**src/rtl/evt_mon_pkg.sv**
```systemverilog
package evt_mon_pkg;

    typedef enum logic [1:0] {
        REL_SIMUL    = 2'd0,
        REL_PREC     = 2'd1,
        REL_LEADS    = 2'd2,
        REL_CONFLICT = 2'd3
    } rel_kind_e;

    typedef enum logic [2:0] {
        ST_IDLE    = 3'd0,
        ST_WAIT    = 3'd1,
        ST_GOT_A   = 3'd2,
        ST_GOT_B   = 3'd3,
        ST_MET     = 3'd4,
        ST_FAULT   = 3'd5,
        ST_PREEMPT = 3'd6
    } mon_state_e;

endpackage

```
**src/rtl/evt_age_counter.sv**
```systemverilog
module evt_age_counter #(
    parameter int T_BOUND = 4,
    parameter int CW      = $clog2(T_BOUND + 1)
) (
    input  logic clk_i,
    input  logic rst_ni,
    input  logic clr_i,
    input  logic run_i,
    output logic at_lim_o
);

    localparam logic [CW-1:0] LIM = CW'(T_BOUND - 1);
    localparam logic [CW-1:0] TOP = '1;

    logic [CW-1:0] age_q;

    // The count holds 1 in the first cycle after an event: it is that cycle's distance from the event.
    always_ff @(posedge clk_i or negedge rst_ni) begin
        if (!rst_ni) begin
            age_q <= '0;
        end else if (clr_i) begin
            age_q <= CW'(1);
        end else if (run_i && age_q != TOP) begin
            age_q <= age_q + CW'(1);
        end
    end

    assign at_lim_o = (age_q == LIM);

endmodule

```
**src/rtl/evt_rel_decide.sv**
```systemverilog
module evt_rel_decide
    import evt_mon_pkg::*;
#(
    parameter rel_kind_e REL       = REL_LEADS,
    parameter bit        WEAK      = 1'b0,
    parameter int        T_BOUND   = 4,
    parameter bit        UNBOUNDED = 1'b0
) (
    input  mon_state_e state_i,
    input  logic       ev_a_i,
    input  logic       ev_b_i,
    input  logic       at_lim_i,
    output mon_state_e nxt_o
);

    localparam mon_state_e BAD  = WEAK ? ST_PREEMPT : ST_FAULT;
    localparam bit         T_ONE = (T_BOUND == 1);

    generate
        if (REL == REL_SIMUL) begin : g_simul
            always_comb begin
                nxt_o = state_i;
                unique case (state_i)
                    ST_WAIT: begin
                        if (ev_a_i && ev_b_i)      nxt_o = ST_MET;
                        else if (ev_a_i || ev_b_i) nxt_o = BAD;
                    end
                    ST_GOT_A, ST_GOT_B: if (at_lim_i) nxt_o = ST_MET;
                    default: nxt_o = state_i;
                endcase
            end
        end else if (REL == REL_PREC) begin : g_prec
            always_comb begin
                nxt_o = state_i;
                unique case (state_i)
                    ST_WAIT: begin
                        if (ev_b_i && !ev_a_i) nxt_o = BAD;
                        else if (ev_a_i)       nxt_o = ST_MET;
                    end
                    ST_GOT_A, ST_GOT_B: if (at_lim_i) nxt_o = ST_MET;
                    default: nxt_o = state_i;
                endcase
            end
        end else if (REL == REL_LEADS) begin : g_leads
            always_comb begin
                nxt_o = state_i;
                unique case (state_i)
                    ST_WAIT: begin
                        if (ev_b_i)      nxt_o = ST_MET;
                        else if (ev_a_i) nxt_o = (T_ONE && !UNBOUNDED) ? BAD : ST_GOT_A;
                    end
                    ST_GOT_A: begin
                        if (ev_b_i)                       nxt_o = ST_MET;
                        else if (at_lim_i && !UNBOUNDED)  nxt_o = BAD;
                    end
                    ST_GOT_B: if (at_lim_i) nxt_o = ST_MET;
                    default: nxt_o = state_i;
                endcase
            end
        end else begin : g_conflict
            always_comb begin
                nxt_o = state_i;
                unique case (state_i)
                    ST_WAIT: begin
                        if (ev_a_i && ev_b_i) nxt_o = BAD;
                        else if (ev_a_i)      nxt_o = T_ONE ? ST_MET : ST_GOT_A;
                        else if (ev_b_i)      nxt_o = T_ONE ? ST_MET : ST_GOT_B;
                    end
                    ST_GOT_A: begin
                        if (ev_b_i)        nxt_o = BAD;
                        else if (at_lim_i) nxt_o = ST_MET;
                    end
                    ST_GOT_B: begin
                        if (ev_a_i)        nxt_o = BAD;
                        else if (at_lim_i) nxt_o = ST_MET;
                    end
                    default: nxt_o = state_i;
                endcase
            end
        end
    endgenerate

endmodule

```
**src/rtl/evt_relation_monitor.sv**
```systemverilog
module evt_relation_monitor
    import evt_mon_pkg::*;
#(
    parameter rel_kind_e REL       = REL_LEADS,
    parameter bit        WEAK      = 1'b0,
    parameter int        T_BOUND   = 4,
    parameter bit        UNBOUNDED = 1'b0
) (
    input  logic clk_i,
    input  logic rst_ni,
    input  logic start_i,
    input  logic ev_a_i,
    input  logic ev_b_i,
    output logic err_o,
    output logic preempt_o,
    output logic pending_o
);

    localparam int  CW       = $clog2(T_BOUND + 1);
    localparam bit  HAS_PEND = (REL == REL_LEADS) && UNBOUNDED;

    mon_state_e state_q, state_nxt;
    logic       in_window, at_lim;

    assign in_window = (state_q == ST_GOT_A) || (state_q == ST_GOT_B);

    evt_age_counter #(
        .T_BOUND (T_BOUND),
        .CW      (CW)
    ) age_i (
        .clk_i    (clk_i),
        .rst_ni   (rst_ni),
        .clr_i    (!in_window),
        .run_i    (in_window),
        .at_lim_o (at_lim)
    );

    evt_rel_decide #(
        .REL       (REL),
        .WEAK      (WEAK),
        .T_BOUND   (T_BOUND),
        .UNBOUNDED (UNBOUNDED)
    ) decide_i (
        .state_i  (state_q),
        .ev_a_i   (ev_a_i),
        .ev_b_i   (ev_b_i),
        .at_lim_i (at_lim),
        .nxt_o    (state_nxt)
    );

    // State register: activation overrides every other transition.
    always_ff @(posedge clk_i or negedge rst_ni) begin
        if (!rst_ni) begin
            state_q <= ST_IDLE;
        end else if (start_i) begin
            state_q <= ST_WAIT;
        end else begin
            state_q <= state_nxt;
        end
    end

    // Moore outputs.
    always_comb begin
        err_o     = 1'b0;
        preempt_o = 1'b0;
        pending_o = 1'b0;
        unique case (state_q)
            ST_FAULT:   err_o     = 1'b1;
            ST_PREEMPT: preempt_o = 1'b1;
            ST_GOT_A:   pending_o = HAS_PEND;
            default:    ;
        endcase
    end

endmodule

```
**config.mk**
```make
export PLATFORM = sky130hd
export DESIGN_NAME = evt_relation_monitor
export DESIGN_NICKNAME = d
export VERILOG_FILES = /design/src/rtl/evt_mon_pkg.sv /design/src/rtl/evt_age_counter.sv /design/src/rtl/evt_rel_decide.sv /design/src/rtl/evt_relation_monitor.sv
export SDC_FILE = /design/constraint.sdc
export NUM_CORES = 1
export LEC_CHECK = 0
export BUFFER_PORTS_ARGS = -buffer_cell sky130_fd_sc_hd__buf_2
export CAP_MARGIN = 10
export CORE_AREA = 2 2 39 41
export DETAILED_ROUTE_END_ITERATION = 8
export DIE_AREA = 0 0 41 43
export PLACE_DENSITY_LB_ADDON = 0.1
export SYNTH_ARGS = -nofsm -noshare
export SYNTH_HDL_FRONTEND = slang
export SYNTH_HIERARCHICAL = 1
export SYNTH_SLANG_ARGS = --single-unit
```
**constraint.sdc**
```tcl
create_clock -name clk_i -period 1.3 [get_ports clk_i]
set_input_delay 0.195 -clock clk_i [delete_from_list [all_inputs] [get_ports clk_i]]
set_output_delay 0.195 -clock clk_i [all_outputs]
set_load 0.03 [all_outputs]
```
Yosys cells after proc, flatten, opt, wreduce, memory -nomap -nowiden. Index checks and enable logic that the tools add are counted.

Input port bits: 5. Bits in registers: 6.

Equal/unequal tests: 11. Reductions and logical operators: 4. $add $sub $neg: 1. Multiplexer cells: 11.

Operators with widths (number): 3-bit 2-to-1 mux (8); 3-bit by 2-bit equality test with 1-bit output, second input constant (3); 3-bit one-hot mux with 3 select lines (1); 3-bit equality test, second input constant (2); 4-bit by 3-bit != test with 1-bit output, second input constant (1); 4-bit != test, second input constant (1); 4-bit AND reduction (1); 4-bit nonzero test (1); 3-bit by 1-bit adder with 3-bit output, second input constant (1); 3-bit by 1-bit equality test with 1-bit output, second input constant (1); 3-bit by 2-bit != test with 1-bit output, second input constant (1); 3-bit != test, second input constant (1); 1-bit 2-to-1 mux (2); 2-bit != test, second input constant (1); 1-bit logical AND (1); 1-bit logical OR (1).

Logic depth before layout (Yosys ltp).
Depth in word-level cells: 5. Depth in mapped cells: 6. Mapped depth without buffers: 6.

Cells and area by module. The synthesis kept the hierarchy.

Modules (own cells, without submodules): evt_age_counter (cells each 16, area each 188.9 um^2, times used 1); evt_relation_monitor (cells each 12, area each 140.1 um^2, times used 1); evt_rel_decide (cells each 14, area each 85.1 um^2, times used 1).

Worst setup path before layout. Ideal clock, no wire load.

Path kind: reg2reg. From: reg age_i.age_q[0]. To: reg state_q[0]. Required time: 1.176 ns. Arrival: 1.336 ns. Path slack: -0.160 ns. Setup time: 0.124 ns. Cell stages (with the launch flop): 7. Path through: dfrtp_1 > ha_1 > ha_1 > nor4b_1 > o21ai_0 > nand2_1 > or2_1.

Word-level cells in the longest chain between the ends: 3. Elaborated cells on any way between the ends: 4. Those cells by class: eq/ne: 3; reduce/logical: 1.

Ends and longest elaborated chain: start: declaration (RTL line evt_age_counter.sv:15) `logic [CW-1:0] age_q;`; start signal: assignment (RTL line evt_age_counter.sv:24) `age_q <= age_q + CW'(1);`; 3-bit by 2-bit equality test with 1-bit output (*) (RTL line evt_age_counter.sv:28) `assign at_lim_o = (age_q == LIM);`; net at_lim (RTL line evt_relation_monitor.sv:23) `logic in_window, at_lim;`; 4-bit by 3-bit != test with 1-bit output (no source line) / 3-bit by 2-bit != test with 1-bit output (equally long branches); 4-bit AND reduction (no source line) (*); end signal: assignment (RTL line evt_relation_monitor.sv:58) `state_q <= state_nxt;`; end: declaration (RTL line evt_relation_monitor.sv:22) `mon_state_e state_q, state_nxt;`.

Mark *: on every way through the listed nets, which the timed path passes. The rest lies on a longest branch. A chain may end at the register's enable or synchronous reset.

Worst setup path after layout.
From: reg age_i.age_q[0]. To: reg age_i.age_q[2].

Word-level cells in the longest chain between the ends: 3. Elaborated cells on any way between the ends: 6. Those cells by class: add/sub: 1; eq/ne: 2; mux: 2; reduce/logical: 1.

Ends and longest elaborated chain: 3-bit by 1-bit adder with 3-bit output / 3-bit != test (equally long branches) (RTL line evt_age_counter.sv:24, evt_age_counter.sv:23); 3-bit 2-to-1 mux / 1-bit logical AND (equally long branches) (RTL line evt_age_counter.sv:23) `end else if (run_i && age_q != TOP) begin`; 3-bit 2-to-1 mux / 2-bit != test (equally long branches).

Several ways; a longest one is shown, not always the timed one. The select of a mux whose other input is x is not followed.

==> run summary <==
NumNets Final: 70
Clock buffer depth: 2
Worst-Skew Late Latency: 0.24 ns
Xor and xnor area share after synthesis: 2.11%
Final Max Slew Viols: 0
Vias in the first global route: 378
Failing checks: setup timing
GRT Total Usage: 13.3%
Post-DR vias/cell: 4.79
Cell internal pwr: 0.404 mW
Register bit total from synthesis: 6
Maximum VDD drop: 435 uV
Critical path type: reg -> reg
Largest family of logic cells by synthesized area: simple AND/OR/NAND/NOR gates
Core Rows: 14
Final Cycle Share: 113%
Min-delay worst type: in -> reg
Pleak: 0.277 nW
Post-synth net total: 50
Initial Util: 29.9%
Final core utilization: 45.0%
DP Wirelength: 721 microns
Final Hold Vio Count: 0
EDFF count, synth: 0
CP Launch Type: flip-flop
Area delta synth->final: 50.5%
DRC violations left: 0
Critical path data required time: 1.44 ns
Cells after Synth: 42
Comb power frac: 30.8%
Clk pwr share: 30.0%
Port bufs: 6
Initial antenna violation count: 0
Synth Warn #: 6
Ant. Diodes: 0
Core area: 1380 sq um
Power Dens Cells: 903 nW/um^2
Vias: 364
Antenna Nets Post-Route: 0
Layout Skew: 0.00202 ns
Die Wd: 41 microns
Sequential fraction of the synthesis area: 36.3%
Largest net degree at the start of global routing: 8
Max Cap Viol: 0
DR WL/cell: 12.5 microns
Sw Ratio: 28.3%
Final WL: 947 microns
Post-Synthesis Cell Area: 414 sq um
Die Y: 43 microns
Compound-Gate Fraction of Synth Area: 10.3%
Mean Syn Cell Area: 9.86 sq um
Post-Place Setup Slack: -0.214 ns
Mux contribution to synthesized area: 2.42%
Worst Path Max Fanout: 3
# clock sinks: 6
RSZ-0062 raised after global routing: yes
CTS tree: done
Max Fclk: 682 MHz
DR pass1 iterations: 3
# IOs: 8
Asr flop ratio synth: 100%
Final setup fails: 5
CTS buffer count: 3
Die ar.: 1760 sq um
First-pass GRT wire length: 1.54 mm
DR iter-0 viols: 1
Crit path arrival time: 1.61 ns
Clk slew on worst S/H paths: 0.05 ns
Flop pwr share: 39.2%
Min cycle time layout: 1.47 ns
Yosys cell types: 24
Adder-cell share of the synthesized area: 9.06%
CP Capture Type: flip-flop
CTS HTree Levels: 1
PnR worst setup slack: -0.167 ns
Outcome: finished with violations
Net load switching power: 0.159 mW
Ratio of cells with drive above 1 in the final layout: 45.0%
GR Overflow Total: 0
Ys flop type: dfrtp_1
Root Buffer Master: clkbuf_4
Final Wtd Congestion: 0.657
Simple logic cell fraction of the synthesized area: 36.3%
==> Yosys cell counts (2+ instances only) <==
cell type	count	share of area, %
ha_1	3	9.1
and3b_1	2	4.2
nor2b_1	4	6.0
nand2_1	2	1.8
and2b_2	2	4.2
o21ai_0	4	4.8
dfrtp_1	6	36
nor4b_1	2	4.2
nor2_1	2	1.8
==> power by group through the flow <==
stage                     registers, mW  logic, mW  clock network, mW
after floorplan                   0.223     0.0852                  0
after global placement            0.220      0.133                  0
after detailed placement          0.222      0.137                  0
after CTS                         0.219      0.170              0.180
after global routing              0.221      0.188              0.204
final                             0.220      0.173              0.169
==> cell type report <==
class                      instances  area, sq um
sequential                         6          151
timing repair buffer              16          128
multi-input combinational         34          298
inverter                           1         3.75
tap                               16         20.0
fill                             141          761
clock buffer                       3         22.5
==> path summary, 6_finish.rpt <==
check | startpoint | end | slack [ns] | depth (start not counted)
max in group asynchronous | rst_ni | state_q[1] | 0.83 | 2
worst max-delay path | age_i/age_q[0] | age_i/age_q[2] | -0.17 | 4
worst max register to register | age_i/age_q[0] | age_i/age_q[2] | -0.17 | 4
min in group asynchronous | rst_ni | age_i/age_q[2] | 0.31 | 2
worst min register to register | state_q[2] | age_i/age_q[1] | 0.67 | 3
worst min-delay path | start_i | state_q[0] | 0.18 | 2
==> state kept, by name, summed over array words and instances (netlist names) <==
| signal | cells |
|---|---|
| age_i/age_q | 3 |
| state_q | 3 |
==> repair_timing <==
action                                  CTS  global route
gates resized for setup                  12             2
pin swaps                                 3             0
setup buffers                             4             0
hold buffers                              1             0
endpoints found under the hold margin     6             0
endpoints found under the setup margin    7             7
gates cloned                              0             0
==> worst max-delay path, cell delays in order, from the launching register on <==
cell and delay [ns]:
dfrtp_1 0.41, ha_4 0.19, ha_4 0.17, or4b_1 0.50, o31ai_1 0.09
==> cells by family after synthesis <==
logic type      Yosys count
compound gates            7
simple gates             21
other cells               1
buf+inv                   2
xor+xnor                  1
fa+ha+maj                 3
flops                     6
mux                       1
==> placed cells by master, fill, tap and decap left out, drive strengths merged <==
cell type	n
a221o	1
dlygate4sd3	1
o31ai	1
inv	1
mux2i	1
ha	3
xor2	1
nor2b	4
buf	15
and3b	2
clkbuf	3
o21ai	5
or2	1
conb	1
dfrtp	6
or4b	1
nor2	2
nor4b	2
nor3	1
nand2	2
and2b	3
nand4bb	1
nand2b	2
==> metal layers <==
layer | up-vias | wire length, microns | GRT usage (%)
li1 | 185 | - | -
met1 | 174 | 337 | 13.1
met2 | 5 | 582 | 24.1
met3 | 0 | 27 | 3.14
met4 | 0 | 0 | 6.00
met5 | - | 0 | 0
==> stage by stage <==
step / total power [mW] / instances / setup TNS [ns] / hold slack [ns] / instance area (sq um)
after CTS: 0.569 / 76 / -0.509 / 0.172 / 616
after floorplan: 0.308 / 42 / -0.210 / -0.101 / 432
final: 0.563 / 76 / -0.487 / 0.182 / 623
after detailed placement: 0.359 / 68 / -0.521 / 0.0298 / 512
after global placement: 0.353 / 68 / -0.349 / 0.0227 / 512
after global routing: 0.613 / 76 / -0.785 / 0.203 / 623
Power figures use the tool's default switching activity.
